`config.mk`:
```
export PLATFORM = sky130hd
export DESIGN_NAME = spi_regport
export DESIGN_NICKNAME = d
export VERILOG_FILES = /design/src/rtl/spi_regport.sv
export SDC_FILE = /design/constraint.sdc
export NUM_CORES = 1
export LEC_CHECK = 0
export BUFFER_PORTS_ARGS = -buffer_cell sky130_fd_sc_hd__buf_2
export CAP_MARGIN = 20
export CORE_MARGIN = 4
export CORE_UTILIZATION = 40
export CTS_CLUSTER_DIAMETER = 200
export DETAILED_ROUTE_END_ITERATION = 6
export SYNTH_ARGS = -nofsm -noshare
export SYNTH_HDL_FRONTEND = slang
export SYNTH_SLANG_ARGS = --single-unit
export TNS_END_PERCENT = 1
```
`constraint.sdc`:
```
create_clock -name clk -period 5 [get_ports clk]
set_clock_uncertainty 0.2 [all_clocks]
set_input_delay 0.25 -clock clk [delete_from_list [all_inputs] [get_ports clk]]
set_output_delay 0.25 -clock clk [all_outputs]
set_load 0.01 [all_outputs]
```
`src/rtl/spi_regport.sv`:
```
module spi_regport #(
  parameter int NREG = 16,
  parameter int SYNC = 2
) (
  input  logic       clk,
  input  logic       rst_n,
  input  logic [1:0] strap,
  input  logic       cs_n,
  input  logic       sclk,
  input  logic       sdi,
  output logic       sdo,
  output logic       sdo_oe
);
  localparam int AW = $clog2(NREG);
  localparam logic [2:0] S_HDR = 3'd0, S_PTR = 3'd1, S_WR = 3'd2, S_RD = 3'd3, S_IGN = 3'd4;

  logic [SYNC-1:0] cs_p, ck_p, di_p;
  logic            ck_q;
  logic            cs_s, sck_s, sdi_s, rise, fall;
  logic [2:0]      st, bcnt, fcnt;
  logic [7:0]      sh, tx, byte_in;
  logic [AW-1:0]   ptr;
  logic            sdo_r, oe_r;
  logic [7:0]      regs [NREG];

  always_ff @(posedge clk or negedge rst_n) begin
    if (!rst_n) begin
      cs_p <= '1;
      ck_p <= '0;
      di_p <= '0;
      ck_q <= 1'b0;
    end else begin
      cs_p <= {cs_p[SYNC-2:0], cs_n};
      ck_p <= {ck_p[SYNC-2:0], sclk};
      di_p <= {di_p[SYNC-2:0], sdi};
      ck_q <= ck_p[SYNC-1];
    end
  end

  assign cs_s    = cs_p[SYNC-1];
  assign sck_s   = ck_p[SYNC-1];
  assign sdi_s   = di_p[SYNC-1];
  assign rise    = sck_s & ~ck_q;
  assign fall    = ~sck_s & ck_q;
  assign byte_in = {sh[6:0], sdi_s};
  assign sdo     = sdo_r;
  assign sdo_oe  = oe_r;

  always_ff @(posedge clk or negedge rst_n) begin
    if (!rst_n) begin
      st    <= S_HDR;
      bcnt  <= '0;
      fcnt  <= '0;
      sh    <= '0;
      tx    <= '0;
      ptr   <= '0;
      sdo_r <= 1'b0;
      oe_r  <= 1'b0;
      for (int i = 0; i < NREG; i++) regs[i] <= '0;
    end else if (cs_s) begin
      st   <= S_HDR;
      bcnt <= '0;
      fcnt <= '0;
      oe_r <= 1'b0;
    end else begin
      if (rise) begin
        sh   <= byte_in;
        bcnt <= bcnt + 3'd1;
        if (bcnt == 3'd7) begin
          case (st)
            S_HDR: begin
              if (byte_in[7:3] != 5'd0 || byte_in[2:1] != strap) st <= S_IGN;
              else st <= byte_in[0] ? S_RD : S_PTR;
            end
            S_PTR: begin
              ptr <= byte_in[AW-1:0];
              st  <= S_WR;
            end
            S_WR: begin
              regs[ptr] <= byte_in;
              ptr       <= ptr + 1'b1;
            end
            S_RD:    ptr <= ptr + 1'b1;
            default: ;
          endcase
        end
      end
      if (fall && st == S_RD) begin
        oe_r <= 1'b1;
        fcnt <= fcnt + 3'd1;
        if (fcnt == 3'd0) begin
          sdo_r <= regs[ptr][7];
          tx    <= {regs[ptr][6:0], 1'b0};
        end else begin
          sdo_r <= tx[7];
          tx    <= {tx[6:0], 1'b0};
        end
      end
    end
  end
endmodule


```
==> results of run 1 <==
-- sequential cells by signal, summed over array words and instances (netlist names) --
signal and count:
sh 7, ck_p 2, regs 128, ptr 4, cs_p 2, sdo 1
bcnt 3, ck_q 1, di_p 2, tx 7, fcnt 3, st 3
sdo_oe 1
-- power by group through the flow --
| stage | logic, µW | clock network (µW) | registers (µW) |
|---|---|---|---|
| 3_5_place_dp | 80.4 | 0 | 1560 |
| 5_1_grt | 94.0 | 1450 | 1540 |
| 6_report | 83.2 | 1360 | 1530 |
| 4_1_cts | 83.1 | 1380 | 1530 |
| 2_1_floorplan | 137 | 0 | 1390 |
| 3_3_place_gp | 78.2 | 0 | 1560 |
-- final cells by class --
| class | instances | share of cell area, % |
|---|---|---|
| flip-flops and latches | 164 | 48.3 |
| well taps | 234 | 3.44 |
| multi-input cells | 351 | 38.7 |
| repair buffers | 17 | 1.69 |
| clock buffers | 20 | 5.48 |
| clock inverters | 12 | 1.81 |
| inverters | 13 | 0.573 |
-- synthesized netlist by cell type (6+ instances only) --
master,count
nand3_1,12
nor2_1,21
o21ai_0,11
mux4_2,12
a21oi_1,7
dfrtp_1,162
mux2i_1,43
clkbuf_1,27
ha_1,8
inv_1,13
nand2_1,20
a22oi_1,6
buf_2,8
a31oi_1,6
o221ai_1,7
nor2b_1,9
a221oi_1,7
mux2_2,136
-- how the worst max path moves through the flow --
stage | end | cells past startpoint | slack [ps]
2_1_floorplan | regs[24] | 9 | 2460
3_3_place_gp | regs[6] | 6 | 2310
3_5_place_dp | regs[6] | 6 | 2300
4_1_cts | regs[0] | 6 | 2270
5_1_grt | regs[0] | 4 | 2140
6_report | regs[31] | 6 | 2280
-- metrics by stage --
step	area (µm²)	hold slack [ps]	setup WS (ps)	utilization, %	total power (µW)
floorplan	7620	-246	2460	-	1520
global placement	7830	134	2310	41.8	1640
detailed placement	7830	135	2300	41.8	1640
CTS	8490	149	2270	45.4	3000
global route	8510	152	2140	45.5	3080
finish	8510	102	2280	45.5	2970
-- kinds of logic after synthesis --
| kind of cell | after synthesis | share of synthesized area (%) |
|---|---|---|
| adder cells (fa/ha/maj) | 8 | 1.31 |
| AO/OA/AOI/OAI | 60 | 5.47 |
| flip-flops | 164 | 53.9 |
| multiplexers | 191 | 29.3 |
| AND/OR/NAND/NOR | 87 | 6.64 |
| XOR/XNOR | 5 | 0.575 |
| buffers and inverters | 53 | 2.79 |
-- metal layers --
| layer | track usage (%) | part of all wire (%) |
|---|---|---|
| met1 | 22.0 | 44 |
| met2 | 29.1 | 52 |
| met3 | 3.77 | 2.8 |
| met4 | 4.23 | 1.2 |
| met5 | 0 | 0 |
-- cell usage in the layout (no fill, tap or decap), types with 3 or more instances in the layout --
cell type	n
dfrtp_1	160
mux2_2	136
mux2i_1	43
nor2_1	21
nand2_1	20
clkbuf_16	17
inv_1	13
nand3_1	12
mux4_2	12
o21ai_0	11
nor2b_1	9
ha_1	8
a21oi_1	7
o221ai_1	7
a221oi_1	7
buf_2	7
a31oi_1	6
a22oi_1	6
o22ai_1	5
nand2b_1	4
and2_1	4
dlygate4sd3_1	4
buf_4	4
nor4_2	3
xor2_1	3
a2bb2oi_1	3
clkinvlp_4	3
bufinv_16	3
clkinv_2	3
clkinv_4	3
clkbuf_8	3
-- critical path, stage by stage, from the launching register on --
cell and delay (ps):
dfrtp_1 370, ha_1 160, ha_1 230, nand4bb_4 180, nor4_2 560, nand3_1 470, mux2_2 430
==> results.cfg, run 1 <==
[sta]
worst_pin_slew_ps = 906
finalHoldViolations = 0
post-route-period-util_pct = 54.5
setup_viol = 0
rsz0062_at_grt = no
max-slew-margin-rel_pct = 39.6
tns_ps = 0
drv_slew = 0
min_period_ps = 2720
fmax_ghz = 0.367

[finish]
nNetsFinal = 579
n_fill_cell = 1660
diodes = 0
seqCellArea_um2 = 4110
stdcell_count = 811
multiInputGateArea_um2 = 3300
area.growth.synth_to_final_pct = 11.8
drive_gt1_share_pct = 35.7

[floorplan]
dieHeight_um = 146
die_area_um2 = 21300
row_count = 50
start_util_pct = 40.7
coreArea_um2 = 18700
io_pins = 9
die_x_um = 146

[worst_setup_path]
reg2reg_to = regs[31]
crit_path_start_kind = register
reg2reg_from = bcnt[0]
critical_path_required_ps = 5120
critPathLaunch = bcnt[0]
r2r_cells = 6
endpoint_kind = register
worstPathArrival_ps = 2840
path_max_fanout = 8
critPathKind = register to register
r2r_slack_ps = 2280

[place]
dp.cells = 774
dp_hpwl_mm = 11.1
io_buffers = 8
place_congestion = 0.822

[pwr]
power.switching_uw = 751
irDropWorstVdd_mv = 0.206
clock_power_share_pct = 45.7
combPwrFrac_pct = 2.8
p_leak_uw = 0.00392
seqPwrFrac_pct = 51.5
power.share.switching_pct = 25.3
p_int_uw = 2220
p_per_area_nw_per_um2 = 349

[detailed_routing]
dr.pass1.iters = 4
post_drt_via_cell_ratio = 5.67
avgRoutedWirePerCell_um = 21.1
route.detailed.drc = 0
antenna_left = 0
drtIter0Drc = 250
wl_mm = 17.1
vias = 4598

[logic_synthesis]
synth_area_leaders = dfrtp_1 53%, mux2_2 20%, mux2i_1 5.7%, mux4_2 3.5%, clkbuf_1 1.3%
yosysTopAreaCell = dfrtp_1
synth_seq_cells = 164
synth_top_area_share_pct = 53.2
synth-seq-area-share_pct = 53.9
synth_edf_count = 0
syn-cell-area_um2 = 7620
syn_inst = 568
syn_area_per_cell_um2 = 13.4
ys_types = 45
ys.flop_type = dfrtp_1
async_reset_ff_share_pct = 100
yosys_warnings = 0
synthesis.nets = 583

[clock_network]
cts.sinks = 164
cts_buffer_depth = 2
cts_root_buf = clkbuf_16
clk_pin_slew_ps = 70
cts_tree = yes
cts_setup_buffers = 0
ctsHoldBuffers = 4
clkLatencyLatePin_ps = 440
cts_buffers = 17
cts_max_level = 4
ctsResizeCount = 0

[global_routing]
grt_max_degree = 118
grtUsageTotal_pct = 17.0
overflow = 0
grt_pass1_wl_mm = 28.0
antenna_found_initial = 0
grt_pass1_vias = 4994

[flow_run]
maxCapViolCount = 0

[outcome]
status = complete, no violations

[min_path]
worstHoldPathType = primary input to async pin
No activity file was read; power rests on OpenSTA's default activity.
==> inputs of run 2 (changes only) <==
==> constraint.sdc (replaced) <==
create_clock -name clk -period 2.7 [get_ports clk]
set_clock_uncertainty 0.2 [all_clocks]
set_input_delay 0.135 -clock clk [delete_from_list [all_inputs] [get_ports clk]]
set_output_delay 0.135 -clock clk [all_outputs]
set_load 0.01 [all_outputs]
==> run 2 against run 1 <==
- clock power rose by 86%
- global-route usage fell by 0.49 points
- via count fell by 0.83%
- critical path depth did not move
- sequential power rose by 66%
- first-iteration DRC count rose by 24%
- setup slack got worse by 2300 ps
- highest routed layer unchanged
==> results.cfg, run 2 (synthesis results as in run 1) <==
[finish]
diodes = 0
drive_gt1_share_pct = 37.3
area.growth.synth_to_final_pct = 13.3
finish.utilization_pct = 46.1
largestRegisters = regs (128), sh (7), tx (7)
top_register = regs
nNetsFinal = 595
finalInstanceArea_um2 = 8630
final_common_cell = dfrtp_1
final_cell_mix = 160 x dfrtp_1, 136 x mux2_2, 43 x mux2i_1, 21 x nor2_1
largest_register_ffs = 128

[sta]
rsz0062_at_grt = yes
post-route-period-util_pct = 99.7
min_period_ps = 2690
whs_ps = 75.3
finalHoldViolations = 0
drv_slew = 0
setup_ws_ps = 7.43
fmax_ghz = 0.371
setup_viol = 0
worst_pin_slew_ps = 759
max-slew-margin-rel_pct = 49.4

[global_routing]
grt_pass1_wl_mm = 27.2
grt_max_degree = 73
overflow = 0
grtUsageTotal_pct = 16.5
grt_pass1_vias = 4775
antenna_found_initial = 0

[floorplan]
die_area_um2 = 21300
die_x_um = 146
dieHeight_um = 146
coreArea_um2 = 18700
start_util_pct = 40.7
io_pins = 9
row_count = 50

[clock_network]
cts_tree = yes
cts_root_buf = clkbuf_16
clkLatencyLatePin_ps = 430
cts_buffers = 17
cts_buffer_depth = 2
cts_setup_buffers = 0
clk_pin_slew_ps = 60
cts.sinks = 164
cts_max_level = 4

[worst_setup_path]
reg2reg_from = bcnt[0]
critical_path_required_ps = 2810
cp_cell_sequence = ha_1, ha_1, nand4bb_4, nor4b_2, nand3_1, mux2_2
crit_path_top_delay_cell = nor4b_2
critPathLaunch = bcnt[0]
slowest_delay_ps = 560
endpoint_kind = register
path_max_fanout = 8
critPathKind = register to register
crit_path_start_kind = register
worstPathArrival_ps = 2800
crit_top_cell = ha_1

[detailed_routing]
route.detailed.drc = 0
wl_mm = 16.7
wl_met1_mm = 7.79
antenna_left = 0
dr_wl_met2_mm = 7.97
avgRoutedWirePerCell_um = 20.2
dr.pass1.iters = 4
post_drt_via_cell_ratio = 5.51
drtIter0Drc = 310
wl_met3_um = 607
vias = 4560
highest_layer = met4

[pwr]
p_int_uw = 4180
power.switching_uw = 1400
clock_power_share_pct = 45.4
irDropWorstVdd_mv = 0.318
total_power_uw = 5570
combPwrFrac_pct = 9.0
power.share.switching_pct = 25.1
p_per_area_nw_per_um2 = 646
p_leak_uw = 0.00400
seqPwrFrac_pct = 45.6

[outcome]
status = complete, no violations

[place]
dp_hpwl_mm = 11.0
place_ws_ps = -5.94
place_congestion = 0.828
dpl_cell_area_um2 = 7970
io_buffers = 8

[min_path]
worstHoldPathType = primary input to async pin

[flow_run]
maxCapViolCount = 0
## run 2: path summary, 6_finish.rpt
check	end	slack [ps]	cells past startpoint
max	regs[3]	7	6
max reg2reg	regs[3]	7	6
max in group asynchronous	regs[90]	1400	3
min reg2reg	cs_p[1]	160	0
min	sh[1]	80	2
min in group clk	st[0]	110	5
## run 2: timing repair
item / in CTS / in global routing
hold endpoints to repair: 73 / 0
endpoints found under the setup margin: 8 / 82
resized for setup: 1 / 0
hold buffers: 4 / 0
pin swaps: 0 / 0
## run 2: critical path, delay by kind of cell (launching register included)
family | cells | cell delay, ps
adder cells (fa/ha/maj) | 2 | 380
flip-flops | 1 | 360
multiplexers | 1 | 410
AND/OR/NAND/NOR | 3 | 1210
## run 2: layer usage
| layer | vias to the layer above | GRT usage (%) |
|---|---|---|
| li1 | 2091 | - |
| met1 | 2379 | 22.3 |
| met2 | 71 | 26.1 |
| met3 | 19 | 3.83 |
| met4 | 0 | 6.07 |
| met5 | - | 0 |
## run 2: final cells by class
class | instances | area [µm²]
tap | 234 | 293
clock buffer | 22 | 474
multi-input combinational | 351 | 3300
inverter | 13 | 48.8
clock inverter | 10 | 145
sequential | 164 | 4110
fill | 1656 | 10100
timing repair buffer | 33 | 256
## run 2: metrics by stage
stage | std cells | TNS (ps)
after global placement | 791 | 0
after global routing | 827 | -5990
after CTS | 827 | 0
after detailed placement | 791 | -6.70
after floorplan | 568 | 0
final | 827 | 0
## run 2: power by group through the flow
stage          Clock, µW  Combinational (µW)  Sequential [µW]
2_1_floorplan          0                 253             2570
3_3_place_gp           0                 490             2590
3_5_place_dp           0                 507             2590
4_1_cts             2580                 514             2540
5_1_grt             2680                 551             2550
6_report            2530                 502             2540
